[config.mk]
export PLATFORM = sky130hd
export DESIGN_NAME = clkwave_gen
export DESIGN_NICKNAME = d
export VERILOG_FILES = /design/src/rtl/clkwave_pkg.sv /design/src/rtl/clkwave_cfg.sv /design/src/rtl/clkwave_tick.sv /design/src/rtl/clkwave_fsm.sv /design/src/rtl/clkwave_gen.sv
export SDC_FILE = /design/constraint.sdc
export NUM_CORES = 1
export LEC_CHECK = 0
export BUFFER_PORTS_ARGS = -buffer_cell sky130_fd_sc_hd__buf_4
export CAP_MARGIN = 15
export CORE_MARGIN = 2
export CORE_UTILIZATION = 60
export DETAILED_ROUTE_END_ITERATION = 8
export GPL_ROUTABILITY_DRIVEN = 0
export GPL_TIMING_DRIVEN = 0
export HOLD_SLACK_MARGIN = 0.1
export PLACE_DENSITY_LB_ADDON = 0.1
export SYNTH_ARGS = -nofsm -noshare
export SYNTH_HDL_FRONTEND = slang
export SYNTH_SLANG_ARGS = --single-unit
[constraint.sdc]
create_clock -name clk -period 5.7 [get_ports clk]
set_input_delay 1.425 -clock clk [delete_from_list [all_inputs] [get_ports clk]]
set_output_delay 1.425 -clock clk [all_outputs]
set_load 0.05 [all_outputs]
[src/rtl/clkwave_pkg.sv]
package clkwave_pkg;

    typedef enum logic [1:0] {
        ST_WAIT = 2'd0,
        ST_LOW  = 2'd1,
        ST_HIGH = 2'd2
    } wave_st_t;

    localparam logic [1:0] SEL_LOW   = 2'd0;
    localparam logic [1:0] SEL_HIGH  = 2'd1;
    localparam logic [1:0] SEL_FIRST = 2'd2;
    localparam logic [1:0] SEL_INIT  = 2'd3;

endpackage

[src/rtl/clkwave_cfg.sv]
module clkwave_cfg
    import clkwave_pkg::*;
#(
    parameter int W            = 16,
    parameter int DEF_LOW      = 4,
    parameter int DEF_HIGH     = 4,
    parameter int DEF_FIRST    = 2,
    parameter int DEF_INIT_LOW = 1
) (
    input  logic         clk,
    input  logic         rst,
    input  logic         restart,
    input  logic         we,
    input  logic [1:0]   sel,
    input  logic [W-1:0] data,
    output logic [W-1:0] act_low,
    output logic [W-1:0] act_high,
    output logic [W-1:0] act_first,
    output logic         act_init_low,
    output logic [W-1:0] ld_low,
    output logic [W-1:0] ld_high,
    output logic [W-1:0] ld_first,
    output logic         ld_init_low
);

    localparam logic [W-1:0] D_LOW   = W'(DEF_LOW);
    localparam logic [W-1:0] D_HIGH  = W'(DEF_HIGH);
    localparam logic [W-1:0] D_FIRST = W'(DEF_FIRST);
    localparam logic         D_INIT  = (DEF_INIT_LOW != 0);

    logic [W-1:0] stg_low_q,   stg_low_n;
    logic [W-1:0] stg_high_q,  stg_high_n;
    logic [W-1:0] stg_first_q, stg_first_n;
    logic         stg_init_q,  stg_init_n;

    // staging bank with the current write folded in
    always_comb begin
        stg_low_n   = stg_low_q;
        stg_high_n  = stg_high_q;
        stg_first_n = stg_first_q;
        stg_init_n  = stg_init_q;
        if (we) begin
            unique case (sel)
                SEL_LOW:   stg_low_n   = data;
                SEL_HIGH:  stg_high_n  = data;
                SEL_FIRST: stg_first_n = data;
                SEL_INIT:  stg_init_n  = data[0];
                default:   stg_init_n  = stg_init_q;
            endcase
        end
    end

    // values that the live bank takes on at this edge when a load occurs
    always_comb begin
        ld_low      = rst ? D_LOW   : stg_low_n;
        ld_high     = rst ? D_HIGH  : stg_high_n;
        ld_first    = rst ? D_FIRST : stg_first_n;
        ld_init_low = rst ? D_INIT  : stg_init_n;
    end

    always_ff @(posedge clk) begin
        if (rst) begin
            stg_low_q    <= D_LOW;
            stg_high_q   <= D_HIGH;
            stg_first_q  <= D_FIRST;
            stg_init_q   <= D_INIT;
            act_low      <= D_LOW;
            act_high     <= D_HIGH;
            act_first    <= D_FIRST;
            act_init_low <= D_INIT;
        end else begin
            stg_low_q   <= stg_low_n;
            stg_high_q  <= stg_high_n;
            stg_first_q <= stg_first_n;
            stg_init_q  <= stg_init_n;
            if (restart) begin
                act_low      <= stg_low_n;
                act_high     <= stg_high_n;
                act_first    <= stg_first_n;
                act_init_low <= stg_init_n;
            end
        end
    end

endmodule

[src/rtl/clkwave_tick.sv]
module clkwave_tick #(
    parameter int W = 16
) (
    input  logic         clk,
    input  logic         rst,
    input  logic         restart,
    input  logic         lvl,
    input  logic         vld,
    output logic         tick,
    output logic         known,
    output logic [W-1:0] cnt,
    output logic [W-1:0] cnt_nxt
);

    localparam logic [W-1:0] CMAX = '1;

    logic prev_q;

    always_comb begin
        tick    = vld && (lvl != prev_q) && !restart && !rst;
        cnt_nxt = (cnt == CMAX) ? CMAX : cnt + W'(1);
    end

    always_ff @(posedge clk) begin
        if (rst || restart) begin
            prev_q <= 1'b0;
            cnt    <= '0;
        end else if (tick) begin
            prev_q <= lvl;
            cnt    <= cnt_nxt;
        end
    end

    always_ff @(posedge clk) begin
        if (rst) known <= 1'b1;
        else     known <= vld;
    end

endmodule

[src/rtl/clkwave_fsm.sv]
module clkwave_fsm
    import clkwave_pkg::*;
#(
    parameter int W = 16
) (
    input  logic         clk,
    input  logic         rst,
    input  logic         restart,
    input  logic         tick,
    input  logic [W-1:0] cnt_nxt,
    input  logic [W-1:0] act_low,
    input  logic [W-1:0] act_high,
    input  logic [W-1:0] act_first,
    input  logic         act_init_low,
    input  logic [W-1:0] ld_low,
    input  logic [W-1:0] ld_high,
    input  logic [W-1:0] ld_first,
    input  logic         ld_init_low,
    output wave_st_t     st,
    output logic [W-1:0] dwell,
    output logic         wave
);

    localparam logic [W-1:0] INF = '1;

    function automatic wave_st_t into_high(input logic [W-1:0] lo, input logic [W-1:0] hi);
        return (hi == '0 && lo != '0) ? ST_LOW : ST_HIGH;
    endfunction

    function automatic wave_st_t into_low(input logic [W-1:0] lo, input logic [W-1:0] hi);
        return (lo == '0 && hi != '0) ? ST_HIGH : ST_LOW;
    endfunction

    function automatic wave_st_t first_edge(input logic [W-1:0] lo, input logic [W-1:0] hi,
                                            input logic il);
        return il ? into_high(lo, hi) : into_low(lo, hi);
    endfunction

    wave_st_t     st_n;
    logic [W-1:0] dw_n;
    logic [W-1:0] dw_inc;

    always_comb begin
        dw_inc = (dwell == INF) ? INF : dwell + W'(1);
        st_n   = st;
        dw_n   = dwell;
        if (tick) begin
            unique case (st)
                ST_WAIT: begin
                    if (act_first != INF && cnt_nxt == act_first) begin
                        st_n = first_edge(act_low, act_high, act_init_low);
                        dw_n = '0;
                    end
                end
                ST_HIGH: begin
                    if (act_high != INF && dw_inc >= act_high) begin
                        st_n = into_low(act_low, act_high);
                        dw_n = '0;
                    end else begin
                        dw_n = dw_inc;
                    end
                end
                ST_LOW: begin
                    if (act_low != INF && dw_inc >= act_low) begin
                        st_n = into_high(act_low, act_high);
                        dw_n = '0;
                    end else begin
                        dw_n = dw_inc;
                    end
                end
                default: begin
                    st_n = ST_WAIT;
                    dw_n = '0;
                end
            endcase
        end
    end

    // state register
    always_ff @(posedge clk) begin
        if (rst || restart) begin
            st    <= (ld_first == '0) ? first_edge(ld_low, ld_high, ld_init_low) : ST_WAIT;
            dwell <= '0;
        end else begin
            st    <= st_n;
            dwell <= dw_n;
        end
    end

    // outputs
    always_comb begin
        unique case (st)
            ST_HIGH: wave = 1'b1;
            ST_LOW:  wave = 1'b0;
            default: wave = !act_init_low;
        endcase
    end

endmodule

[src/rtl/clkwave_gen.sv]
module clkwave_gen
    import clkwave_pkg::*;
#(
    parameter int W            = 16,
    parameter int DEF_LOW      = 4,
    parameter int DEF_HIGH     = 4,
    parameter int DEF_FIRST    = 2,
    parameter int DEF_INIT_LOW = 1
) (
    input  logic         clk,
    input  logic         rst,
    input  logic         restart,
    input  logic         cfg_we,
    input  logic [1:0]   cfg_sel,
    input  logic [W-1:0] cfg_data,
    input  logic         step_lvl,
    input  logic         step_valid,
    output logic         wave_out,
    output logic         wave_known
);

    logic [W-1:0] act_low, act_high, act_first;
    logic         act_init_low;
    logic [W-1:0] ld_low, ld_high, ld_first;
    logic         ld_init_low;
    logic         tick;
    logic [W-1:0] tick_cnt, tick_cnt_nxt;
    wave_st_t     st;
    logic [W-1:0] dwell;

    clkwave_cfg #(
        .W(W), .DEF_LOW(DEF_LOW), .DEF_HIGH(DEF_HIGH),
        .DEF_FIRST(DEF_FIRST), .DEF_INIT_LOW(DEF_INIT_LOW)
    ) u_cfg (
        .clk(clk), .rst(rst), .restart(restart),
        .we(cfg_we), .sel(cfg_sel), .data(cfg_data),
        .act_low(act_low), .act_high(act_high), .act_first(act_first),
        .act_init_low(act_init_low),
        .ld_low(ld_low), .ld_high(ld_high), .ld_first(ld_first),
        .ld_init_low(ld_init_low)
    );

    clkwave_tick #(.W(W)) u_tick (
        .clk(clk), .rst(rst), .restart(restart),
        .lvl(step_lvl), .vld(step_valid),
        .tick(tick), .known(wave_known),
        .cnt(tick_cnt), .cnt_nxt(tick_cnt_nxt)
    );

    clkwave_fsm #(.W(W)) u_fsm (
        .clk(clk), .rst(rst), .restart(restart),
        .tick(tick), .cnt_nxt(tick_cnt_nxt),
        .act_low(act_low), .act_high(act_high), .act_first(act_first),
        .act_init_low(act_init_low),
        .ld_low(ld_low), .ld_high(ld_high), .ld_first(ld_first),
        .ld_init_low(ld_init_low),
        .st(st), .dwell(dwell), .wave(wave_out)
    );

endmodule

==> results.ini <==
[global_routing]
grt_pass1_wl_um = 31960
grt_pass1_vias = 6421
grt_max_degree = 17
grt.total_usage_pct = 32.06
antenna_found_initial = 0
grt_overflow = 0

[placement]
dpl.cell_count = 1021
hpwl_um = 14570
io_buffers = 23
placed_area_um2 = 7406

[clock_tree]
worstSkewPairLatency_ns = 0.43
cts_made_buffers = 17
ctsResizeCount = 0
post-cts-setup-buffers = 0
cts_tree = done
clk_pin_slew_ns = 0.06
cts-root-buf = clkbuf_16
clkSinkCount = 134
clock_path_buffers = 2
htree_levels = 4
ctsHoldBuffers = 0

[detailed_routing]
wirelength_um = 19440
num_vias = 6612
drt-wirelength-per-cell_um = 18.44
drc = 0
drtPass1Iterations = 7
drtIter0Drc = 670
drtAntennaViolNets = 0
avgViaCountPerCell = 6.273

[critical_path]
path_max_fanout = 10
reg2reg_from = u_fsm.dwell[2]$_SDFFE_PP0P_
slowest_stage = nor2_1
critPathLaunchType = input port
crit_start = rst
cp.buffers_inverters = 3
cp.arrival_ns = 4.62
crit_family = simple AND/OR/NAND/NOR gates
worstPathRequired_ns = 5.81
crit_top_cell = buf_6
timing.critical_path.cells = clkbuf_1, nor2_1, nand3_1, a2111o_1, nor4_4, nand4_4, and2_4, buf_6, buf_6, o31ai_2
worstSetupPathType = input port to flop
critPathCaptureType = flop
max_stage_delay_ns = 0.69

[power]
internal_power_mw = 1.713
p_total_mw = 2.328
power.net_switching_mw = 0.6146
comb_power_share_pct = 10.1
leakagePower_nw = 3.173
swShare_pct = 26.40
p_seq_share_pct = 43.3
power_density_nw_per_um2 = 290.9
vdd_drop_max_mv = 0.2841
p_clk_share_pct = 46.6

[synthesis]
synth_top_cell_area_share_pct = 37.46
syn_area_per_cell_um2 = 8.251
netlist_area_um2 = 7054
netlist_instances = 855
synthesis.nets = 917
ys_seq_elements = 134
ys_types = 68
synthTopCellsByArea = dfxtp_1 (37%), nand2_1 (7.1%), a21oi_1 (7.0%)
yosys_warnings = 0
synth_edf_count = 2
synthFlopType = dfxtp_1
synthArstFlopShare_pct = 0
ys_seq_area_share_pct = 38.31
yosysTopAreaCell = dfxtp_1

[die]
fp.dieH_um = 112.4
ioPinCount = 26
die_w_um = 112.4
start_util_pct = 61.52
num_rows = 39
core_um2 = 11470
die_area_um2 = 12640

[final_layout]
antenna_cells = 0
layout.nets = 960
multi_input_area_um2 = 3961
n_fill_cell = 909
stdcell_area_um2 = 8003
final_cell_mix = nand2_1 (133), dfxtp_1 (132), a21oi_1 (98)
final_cells = 1054
final_common_cell = nand2_1
syn_to_final_growth_pct = 13.44
drive_above_1_share_pct = 10.76
ff_latch_area_um2 = 2703

[timing]
slew_violations = 0
hold_violations = 0
fin_setup_tns_ns = 0
fin_skew_ns = 0.005840
fin_crit_sh_pct = 79.06
fin_crit_ns = 4.506
finalSetupViolations = 0
fmax_mhz = 221.9
worst_pin_slew_ns = 0.8547
relSlewSlack_pct = 42.81
rsz0062_at_grt = no

[status]
status = finished, final reports clean

[worst_hold_path]
hp-class = flop to flop
min-delay-start = u_cfg.stg_high_q[11]$_DFF_P_

[flow_run]
drv_cap = 0

power groups by stage:
| stage | combinational, mW | sequential (mW) | clock [mW] |
|---|---|---|---|
| after floorplan | 0.154 | 1.02 | 0 |
| after global placement | 0.222 | 1.03 | 0 |
| after detailed placement | 0.228 | 1.03 | 0 |
| after CTS | 0.230 | 1.01 | 1.10 |
| after global routing | 0.258 | 1.01 | 1.14 |
| final | 0.235 | 1.01 | 1.08 |
worst register-to-register path, cell delays in order, from the launching register on:
cell and delay [ns]:
dfxtp_1 0.45, and4_1 0.29, and3_1 0.23, nand3_1 0.14, or3_1 0.47, and2_1 0.23
ha_1 0.27, nand2b_1 0.14, a21o_1 0.18, a21o_1 0.17, a211oi_1 0.24, o21ai_0 0.13
a2111oi_0 0.39, clkbuf_2 0.23, nor2_1 0.13, buf_2 0.25, o31ai_2 0.26
cell usage after synthesis, drive strengths merged (2+ instances only):
master / n
a211oi: 8
and3: 10
xnor2: 11
nand3b: 3
or4: 3
a32oi: 3
a21oi: 98
or3: 3
nand2b: 8
or4b: 2
mux2: 4
o22a: 17
xor2: 14
nor2: 49
buf: 12
o21ai: 25
a21o: 7
a31o: 2
o31ai: 17
inv: 44
nor4: 24
edfxtp: 2
nand4: 45
o31a: 2
o22ai: 2
a311oi: 7
nand2: 133
nor2b: 6
and4: 7
or2: 3
mux2i: 9
nor3: 13
clkbuf: 39
o211ai: 5
and2: 9
nand3: 22
dfxtp: 132
or3b: 2
ha: 38
cell type report:
class / instances / share of cell area (%)
well taps: 143 / 2.236
clock inverters: 12 / 1.423
repair buffers: 24 / 2.220
multi-input cells: 626 / 49.50
flip-flops and latches: 134 / 33.77
clock buffers: 20 / 5.972
inverters: 44 / 2.064
plain buffers: 51 / 2.814
cell families after synthesis:
| family | share of synthesized area, % |
|---|---|
| mux | 1.916 |
| compound gates | 18.52 |
| fa+ha+maj | 6.882 |
| buf+inv | 5.534 |
| simple gates | 25.42 |
| xor+xnor | 3.423 |
| flops | 38.31 |
metrics by stage:
stage	hold WS, ns	worst slack, ns	util, %
6_report	0.4943	1.194	69.79
5_1_grt	0.5160	1.071	69.79
4_1_cts	0.4909	0.7263	69.74
3_5_place_dp	0.4816	0.7455	64.58
3_3_place_gp	0.4724	0.8704	64.58
2_1_floorplan	0.4303	1.746	-
flip-flops by register name, summed over array words and instances, names as in the netlist, 16 cells and up:
name and count:
u_cfg.stg_high_q 16, u_cfg.stg_low_q 16, u_tick.cnt 16, u_cfg.stg_first_q 16, u_fsm.dwell 16, u_cfg.act_first 16
u_cfg.act_high 16, u_cfg.act_low 16
worst paths after layout:
check	endpoint	slack, ns	cells after the start
min reg2reg	u_cfg.stg_high_q[11]$_DFF_P_	0.49	2
max	u_fsm.st[1]$_DFFE_PP_	1.19	10
max reg2reg	u_fsm.dwell[15]$_SDFFE_PP0P_	1.42	16
min	u_cfg.stg_high_q[11]$_DFF_P_	0.49	2
per-layer routing:
layer  part of all wire (%)  vias to the layer above  track usage (%)
met1                     42                     3109            41.01
li1                       -                     3163                -
met2                     47                      278            52.21
met3                    7.4                       62            7.235
met5                      0                        -                0
met4                    3.0                        0            13.98
No activity file was read; power rests on OpenSTA's default activity.
